==> src/rtl/csw_pkg.sv <==
package csw_pkg;
    parameter int ADDR_W    = 24;
    parameter int HI_LSB    = 16;
    parameter int LMASK_LSB = 12;
    parameter int WAIT_W    = 2;
    parameter int SUB_LSB   = 16;
    parameter int N_SUB     = 4;
    localparam int HI_W     = ADDR_W - HI_LSB;
    localparam int LMASK_W  = ADDR_W - LMASK_LSB;
    localparam int SUB_W    = $clog2(N_SUB);
    localparam int CS_W     = N_SUB + 2;

    typedef struct packed {
        logic [LMASK_W-1:0]      lmask;
        logic                    rfsh_en;
        logic [HI_W-1:0]         mid_lo;
        logic [HI_W-1:0]         mid_hi;
        logic [HI_W-1:0]         up_base;
        logic                    six_mode;
        logic [WAIT_W-1:0]       w_low;
        logic [WAIT_W-1:0]       w_mid;
        logic [WAIT_W-1:0]       w_up;
        logic [N_SUB*WAIT_W-1:0] w_sub;
    } cfg_t;

    typedef struct packed {
        logic              mreq_prev;
        logic [WAIT_W-1:0] cnt;
        logic [CS_W-1:0]   cs_n;
    } bus_state_t;
endpackage

==> src/rtl/csw_regs.sv <==
module csw_regs
    import csw_pkg::*;
(
    input  logic       clk,
    input  logic       rst_n,
    input  logic       we,
    input  logic [2:0] waddr,
    input  logic [7:0] wdata,
    output cfg_t       cfg
);
    cfg_t cfg_d, cfg_q;

    always_comb begin
        cfg_d = cfg_q;
        if (we) begin
            unique case (waddr)
                3'd0: begin
                    cfg_d.lmask[3:0] = wdata[7:4];
                    cfg_d.rfsh_en    = wdata[0];
                end
                3'd1: cfg_d.lmask[LMASK_W-1:4] = wdata;
                3'd2: cfg_d.mid_lo  = wdata;
                3'd3: cfg_d.mid_hi  = wdata;
                3'd4: cfg_d.up_base = wdata;
                3'd5: begin
                    cfg_d.w_low    = wdata[1:0];
                    cfg_d.w_mid    = wdata[3:2];
                    cfg_d.w_up     = wdata[5:4];
                    cfg_d.six_mode = wdata[7];
                end
                3'd6: cfg_d.w_sub = wdata;
                default: ;
            endcase
        end
    end

    always_ff @(posedge clk or negedge rst_n) begin
        if (!rst_n) cfg_q <= '0;
        else        cfg_q <= cfg_d;
    end

    assign cfg = cfg_q;


    reset_clear_chk: assert property (@(posedge clk) $rose(rst_n) |-> (cfg_q == '0));
endmodule

==> src/rtl/csw_decode.sv <==
module csw_decode
    import csw_pkg::*;
(
    input  cfg_t               cfg,
    input  logic               mreq,
    input  logic               rfsh,
    input  logic [ADDR_W-1:0]  addr,
    output logic               sel_low,
    output logic [N_SUB-1:0]   sel_mid,
    output logic               sel_up,
    output logic [WAIT_W-1:0]  wsel
);
    logic [HI_W-1:0]  hi;
    logic [SUB_W-1:0] idx;
    logic             low_hit, mid_hit, up_hit;

    always_comb begin
        hi      = addr[ADDR_W-1:HI_LSB];
        idx     = addr[SUB_LSB+SUB_W-1:SUB_LSB];
        low_hit = ((addr[ADDR_W-1:LMASK_LSB] & cfg.lmask) == '0);
        mid_hit = (hi >= cfg.mid_lo) && (hi <= cfg.mid_hi);
        up_hit  = (hi >= cfg.up_base);
        sel_low = 1'b0;
        sel_mid = '0;
        sel_up  = 1'b0;
        wsel    = '0;
        if (mreq) begin
            if (rfsh) begin
                if (cfg.rfsh_en && low_hit) begin
                    sel_low = 1'b1;
                    wsel    = cfg.w_low;
                end
            end else if (low_hit) begin
                sel_low = 1'b1;
                wsel    = cfg.w_low;
            end else if (mid_hit) begin
                if (cfg.six_mode) begin
                    sel_mid[idx] = 1'b1;
                    wsel = cfg.w_sub[int'(idx)*WAIT_W +: WAIT_W];
                end else begin
                    sel_mid[0] = 1'b1;
                    wsel = cfg.w_mid;
                end
            end else if (up_hit) begin
                sel_up = 1'b1;
                wsel   = cfg.w_up;
            end
        end
    end


    decode_onehot_chk: assert final ($countones({sel_low, sel_mid, sel_up}) <= 1);
endmodule

==> src/rtl/csel_wait_gen.sv <==
module csel_wait_gen
    import csw_pkg::*;
(
    input  logic              clk,
    input  logic              rst_n,
    input  logic              cfg_we,
    input  logic [2:0]        cfg_addr,
    input  logic [7:0]        cfg_wdata,
    input  logic              mreq,
    input  logic              rfsh,
    input  logic [ADDR_W-1:0] addr,
    output logic              lcs_n,
    output logic [N_SUB-1:0]  mcs_n,
    output logic              ucs_n,
    output logic              rdy
);
    cfg_t              cfg;
    logic              sel_low, sel_up;
    logic [N_SUB-1:0]  sel_mid;
    logic [WAIT_W-1:0] wsel;
    bus_state_t        st_d, st_q;

    csw_regs u_regs (
        .clk   (clk),
        .rst_n (rst_n),
        .we    (cfg_we),
        .waddr (cfg_addr),
        .wdata (cfg_wdata),
        .cfg   (cfg)
    );

    csw_decode u_dec (
        .cfg     (cfg),
        .mreq    (mreq),
        .rfsh    (rfsh),
        .addr    (addr),
        .sel_low (sel_low),
        .sel_mid (sel_mid),
        .sel_up  (sel_up),
        .wsel    (wsel)
    );

    always_comb begin
        st_d           = st_q;
        st_d.mreq_prev = mreq;
        st_d.cs_n      = ~{sel_up, sel_mid, sel_low};
        if (!mreq)                  st_d.cnt = '0;
        else if (!st_q.mreq_prev)   st_d.cnt = wsel;
        else if (st_q.cnt != '0)    st_d.cnt = st_q.cnt - 1'b1;
    end

    always_ff @(posedge clk or negedge rst_n) begin
        if (!rst_n) st_q <= '{mreq_prev: 1'b0, cnt: '0, cs_n: '1};
        else        st_q <= st_d;
    end

    assign lcs_n = st_q.cs_n[0];
    assign mcs_n = st_q.cs_n[N_SUB:1];
    assign ucs_n = st_q.cs_n[N_SUB+1];
    assign rdy   = (st_q.cnt == '0);


    one_select_chk: assert property (@(posedge clk) disable iff (!rst_n)
        $countones(~{ucs_n, mcs_n, lcs_n}) <= 1);

    idle_no_select_chk: assert property (@(posedge clk) disable iff (!rst_n)
        !mreq |=> (lcs_n && ucs_n && (&mcs_n)));

    rfsh_gate_chk: assert property (@(posedge clk) disable iff (!rst_n)
        (mreq && rfsh && !cfg.rfsh_en) |=> (lcs_n && ucs_n && (&mcs_n)));

    wait_countdown_chk: assert property (@(posedge clk) disable iff (!rst_n)
        (mreq && st_q.mreq_prev && st_q.cnt != '0) |=> (st_q.cnt == $past(st_q.cnt) - 1'b1));

    three_mode_chk: assert property (@(posedge clk) disable iff (!rst_n)
        !cfg.six_mode |=> (&mcs_n[N_SUB-1:1]));
endmodule

==> config.mk <==
export PLATFORM = sky130hd
export DESIGN_NAME = csel_wait_gen
export DESIGN_NICKNAME = d
export VERILOG_FILES = /design/src/rtl/csw_pkg.sv /design/src/rtl/csw_regs.sv /design/src/rtl/csw_decode.sv /design/src/rtl/csel_wait_gen.sv
export SDC_FILE = /design/constraint.sdc
export NUM_CORES = 1
export LEC_CHECK = 0
export ABC_AREA = 1
export ABC_CLOCK_PERIOD_IN_PS = 1700
export BUFFER_PORTS_ARGS = -buffer_cell sky130_fd_sc_hd__buf_2
export CORE_MARGIN = 2
export CORE_UTILIZATION = 57
export DETAILED_ROUTE_END_ITERATION = 6
export GPL_ROUTABILITY_DRIVEN = 0
export GPL_TIMING_DRIVEN = 0
export MAX_ROUTING_LAYER = met4
export PLACE_DENSITY = 0.8
export SETUP_SLACK_MARGIN = 0.02
export SLEW_MARGIN = 20
export SYNTH_ARGS = -nofsm -noshare
export SYNTH_HDL_FRONTEND = slang
export SYNTH_SLANG_ARGS = --single-unit
==> constraint.sdc <==
create_clock -name clk -period 1.7 [get_ports clk]
set_input_delay 0.085 -clock clk [delete_from_list [all_inputs] [get_ports clk]]
set_output_delay 0.085 -clock clk [all_outputs]
set_load 0.01 [all_outputs]
# After elaboration in Yosys (flattened, before gate mapping)
# Index checks and enable logic that the tools add are counted.
dict set report totals {
  output_inout_bits 7
  input_bits 40
  register_bits 61
}
dict set report classes {
  shift 1
  addsub 1
  n_reduce_logical 14
  n_lt_le_gt_ge 5
  mux 26
  n_eq_ne 7
  n_bitwise 2
}
# operator count
set ops {}
lappend ops {{2-bit two-way mux} 9}
lappend ops {{8-bit greater-or-equal comparator} 2}
lappend ops {{4-bit two-way mux} 4}
lappend ops {{2-bit AND reduction} 7}
lappend ops {{12-bit AND} 1}
lappend ops {{12-bit logical NOT} 1}
lappend ops {{1-bit two-way mux} 11}
lappend ops {{3-bit == test (second input constant)} 3}
lappend ops {{8-bit less-or-equal comparator} 1}
lappend ops {{8-bit by 4-bit variable part select with 2-bit output} 1}
lappend ops {{3-bit by 2-bit == test with 1-bit output (second input constant)} 2}
lappend ops {{6-bit NOT} 1}
lappend ops {{3-bit by 1-bit == test with 1-bit output (second input constant)} 1}
lappend ops {{1-bit logical AND} 3}
lappend ops {{3-bit logical NOT} 1}
lappend ops {{2-bit by 3-bit less-than comparator with 1-bit output (second input constant)} 1}
lappend ops {{3-bit two-way mux} 1}
lappend ops {{3-bit by 2-bit != test with 1-bit output (second input constant)} 1}
lappend ops {{1-bit demux with 2-bit select} 1}
lappend ops {{2-bit by 1-bit greater-or-equal comparator with 1-bit output (second input constant)} 1}
lappend ops {{2-bit logical NOT} 1}
lappend ops {{2-bit nonzero test} 1}
lappend ops {{2-bit by 1-bit subtractor with 2-bit output (second input constant)} 1}

# Logic depth before layout (Yosys ltp)
dict set report depth {
  depth_word 10
  ltp_mapped 18
  depth_no_buf 17
}

# Modules after synthesis
# From an unflattened synthesis, not the netlist that was laid out.
dict set report unflattened {
  hier_cells 465
  area_unflattened_um2 3460.8
}
# module seq_area_each_um2 cells_per_inst area_each_um2 instances
set by_module_without_submodules {}
lappend by_module_without_submodules {csw_regs 1301.2 237 2059.5 1}
lappend by_module_without_submodules {csw_decode 0.0 193 1031.0 1}
lappend by_module_without_submodules {csel_wait_gen 232.7 35 370.4 1}

# Least setup slack after synthesis
# No wires, ideal clock.
dict set report synth_path {
  kind {reg-to-reg}
  startpoint {reg u_regs.cfg_q (netlist bit u_regs.cfg[30])}
  endpoint {reg st_q[7] in the netlist's numbering}
  t_arrival_ns 1.417
  setup_slack_ns 0.166
  period_less_slack_ns 1.534
  n_path_buf 0
  path_stages_with_launch 14
  path_cell_list {dfrtp_1 -> inv_1 -> ha_1 -> a21o_1 -> nor2_1 -> nand2_1 -> nand2_1 -> nand2_1 -> nand2_1 -> nand3_1 -> nand2_1 -> nand2_1 -> nand2_1 -> nand2_1}
}
dict set report synth_between {
  elab_chain_cells 7
}
# element line
set synth_rtl {}
lappend synth_rtl {{start, declared} csw_regs.sv:11} ;# cfg_t cfg_d, cfg_q;
lappend synth_rtl {{start signal, assigned} csw_regs.sv:39} ;# else cfg_q <= cfg_d;
lappend synth_rtl {{8-bit less-or-equal comparator} csw_decode.sv:21} ;# mid_hit = (hi >= cfg.mid_lo) && (hi <= cfg.mid_hi);
lappend synth_rtl {{1-bit logical AND} csw_decode.sv:21}
lappend synth_rtl {{2-bit two-way mux} csw_decode.sv:36} ;# end else if (mid_hit) begin
lappend synth_rtl {{2-bit two-way mux} csw_decode.sv:33} ;# end else if (low_hit) begin
lappend synth_rtl {{2-bit two-way mux} csw_decode.sv:28} ;# if (rfsh) begin
lappend synth_rtl {{2-bit two-way mux} csel_wait_gen.sv:48} ;# else if (!st_q.mreq_prev) st_d.cnt = wsel;
lappend synth_rtl {{2-bit two-way mux} csel_wait_gen.sv:47} ;# if (!mreq) st_d.cnt = '0;
lappend synth_rtl {{end signal, assigned} csel_wait_gen.sv:53} ;# if (!rst_n) st_q <= '{mreq_prev: 1'b0, cnt: '0, cs_n: '1};
lappend synth_rtl {{end signal, assigned} csel_wait_gen.sv:54} ;# else st_q <= st_d;
lappend synth_rtl {{end, declared} csel_wait_gen.sv:21} ;# bus_state_t st_d, st_q;
# No other way between the ends.
# A chain may end at the register's enable or synchronous reset.

# Worst setup path after layout
dict set report layout_path {
  startpoint {reg u_regs.cfg_q (netlist bit u_regs.cfg[22])}
  endpoint {reg st_q[7] in the netlist's numbering}
}
dict set report layout_between {
  elab_chain_cells 7
}
# element line
set layout_rtl {}
lappend layout_rtl {{8-bit greater-or-equal comparator} csw_decode.sv:22} ;# up_hit = (hi >= cfg.up_base);
lappend layout_rtl {{2-bit two-way mux} csw_decode.sv:44} ;# end else if (up_hit) begin
lappend layout_rtl {{2-bit two-way mux} csw_decode.sv:36}
lappend layout_rtl {{2-bit two-way mux} csw_decode.sv:33}
lappend layout_rtl {{2-bit two-way mux} csw_decode.sv:28}
lappend layout_rtl {{2-bit two-way mux} csel_wait_gen.sv:48}
lappend layout_rtl {{2-bit two-way mux} csel_wait_gen.sv:47}
# No other way between the ends.

==> metrics <==
outcome=finished with violations; failing checks=negative setup slack; layout cells sized above 1=22.3%; crit-path max cell delay=0.36 ns; Mapped Avg Cell Area=7.93 um^2; global routing usage on met3=4.19%; Critical path buffers and inverters=2; clock sink count=61; Worst-path clk slew=0.07 ns; Max Clock Freq=540 MHz; first-pass GRT wire length=13400 um; Die W=79.5 um; Setup Viol. Count Final=5; critical-path cell list=inv_1, ha_1, nand2_1, inv_1, nor2_1, o21a_1, a21oi_1, nand2_2, nand3_2, nand2_1, nand2_1, nand2_1, nand2_1; WL/cell=15.9 um; Antenna Nets Post-Route=0; number of fill cells in the layout=396; GRT busiest layer=met2; CTS tree=done; leakage=0.00212 uW; met1 GRT Util=37.0%; Die Area=0.00632 mm^2; most frequent cells in the layout=nand2_1, inv_1, dfrtp_1; total grt overflow=0; post-place setup slack=-0.113 ns; I/O Pins=47; maximum VDD drop=0.842 mV; R2R setup slack=-0.15 ns; gate family responsible for the most delay along the worst path=simple AND/OR/NAND/NOR gates; Clock Latency Late Sink=0.35 ns; fin crit share=109%; Total Routing Usage GR=29.1%; Seq cells post-synth=61; slew of the pin with the lowest slew margin=0.766 ns; Layout area overhead=24.0%; Net count, final=531; CTS Root Cell=clkbuf_8; post-synthesis sequential area ratio=47.2%; DRT Wirelength=8630 um; Period minus WS final=1.85 ns; Max H-tree Level=3; critical path type=flop to flop; fin worst setup slack=-0.152 ns; GRT met2 Usage=44.7%; CP Data Arrival Time=2.09 ns; initial antenna violation count=0; CTS max path bufs=2; drt first pass iters=6; initial drt markers=295; most common cell after layout, fill and taps aside=nand2_1; Power Total=4680 uW; largest net degree at the start of global routing=62; Crit Path Max Fanout=3; Final HPWL DP=5270 um; Vias per Instance=5.51; DRC viols=0; unrepaired setup endpoints after global routing=true; Area contributors post-synth=dfrtp_1, nand2_1, ha_1, o21ai_0, inv_1; Core Region=0.00551 mm^2; post-synthesis cell type count=21; Final Hold Fails=0; TritonCTS Buffers=9; CP Launch Type=flop; row count=27; warning count from the yosys run=0; relative slew slack=48.9%; post-synth top area share=42.3%; IO Port Bufs=33; Clock Skews=0.00678 ns; starting density of the core=59.0%; cells after synthesis=410; chip height=79.5 um; PwrDens=1160 mW/mm^2; Yosys top cell by area=dfrtp_1; worst path required time=1.94 ns; Synth Net Count=475; max-slew violations=0; total vias in the final route=2992; vias in the first global route=2825; synthesized area=0.00325 mm^2; CP Capture Type=flop; Max stage delay cell, worst path=dfrtp_1; Hold WC Path Type=input pin to flop; ANT cells=0; max_cap viols=0; cell mode on critical path=nand2_1
power breakdown:
part | internal, uW | total [uW] | switching, uW
registers | 1700 | 1860 | 152
logic | 518 | 1250 | 735
clock network | 984 | 1580 | 592
total | 3210 | 4680 | 1480
flip-flops by register name, summed over array words and instances, names as in the netlist:
register,count
st_q,3
mcs_n,4
u_regs.cfg,52
lcs_n,1
ucs_n,1
synth_stat cells:
cell       instances
dfrtp_1           55
a21o_1             2
nor2_2             2
buf_4              4
nor3_2             1
buf_6              1
nand2_1          134
nand3_1           10
nand4_1            5
a221oi_4           1
o21ai_0           53
o2111ai_1          1
inv_1             65
nand2_2            2
ha_1              25
dfstp_2            6
a21oi_1           15
nor2_1            20
inv_2              1
o21a_1             1
clkbuf_1           6
cells by family after synthesis:
family / synth area share, %
compound gates: 12.2
fa+ha+maj: 9.62
buf+inv: 9.58
flops: 47.2
simple gates: 21.4
worst min-delay path: stages:
cell and delay (ns):
buf_2 0.10, a221oi_4 0.07, o2111ai_1 0.08
final timing paths:
path | start | to | depth (start not counted)
max | u_regs.cfg[22]$_DFFE_PN0P_ | st_q[7]$_DFFE_PN0P_ | 13
min | addr[12] | lcs_n$_DFF_PN1_ | 3
max reg2reg | u_regs.cfg[22]$_DFFE_PN0P_ | st_q[7]$_DFFE_PN0P_ | 13
min reg2reg | u_regs.cfg[33]$_DFFE_PN0P_ | u_regs.cfg[33]$_DFFE_PN0P_ | 2
max in group asynchronous | rst_n | u_regs.cfg[9]$_DFFE_PN0P_ | 2
min in group asynchronous | rst_n | u_regs.cfg[27]$_DFFE_PN0P_ | 2
timing repair:
action,4_1_cts,5_1_grt
pin swaps,10,20
hold buffers,3,0
resized for setup,10,27
hold endpoints to repair,58,0
endpoints found under the setup margin,5,5
buffers inserted,1,8
layer usage:
layer  up-vias  share of wire [%]
met5         -                  0
met4         0                4.3
met3        35                6.2
met2       159                 48
met1      1392                 41
li1       1406                  -
cell type report:
cell class                 instances  area (um^2)  share of cell area (%)
multi-input combinational        272         1580                    39.2
buffer                            11         63.8                    1.58
clock inverter                     3         65.1                    1.61
timing repair buffer              45          269                    6.67
clock buffer                      13          179                    4.44
tap                               72         90.1                    2.24
sequential                        61         1530                    38.1
inverter                          66          248                    6.15
through the flow:
step	TNS, ns	std cells	cell area [um^2]	utilization, %	hold WS, ns
after detailed placement	-0.188	515	3510	63.7	0.205
after global routing	-1.02	543	4030	73.2	0.0359
after global placement	-0.151	515	3510	63.7	0.277
after floorplan	0	410	3250	-	-0.211
after CTS	0	535	3830	69.6	0.0302
final	-0.551	543	4030	73.2	0.0246
(Power assumes the default switching activity.)
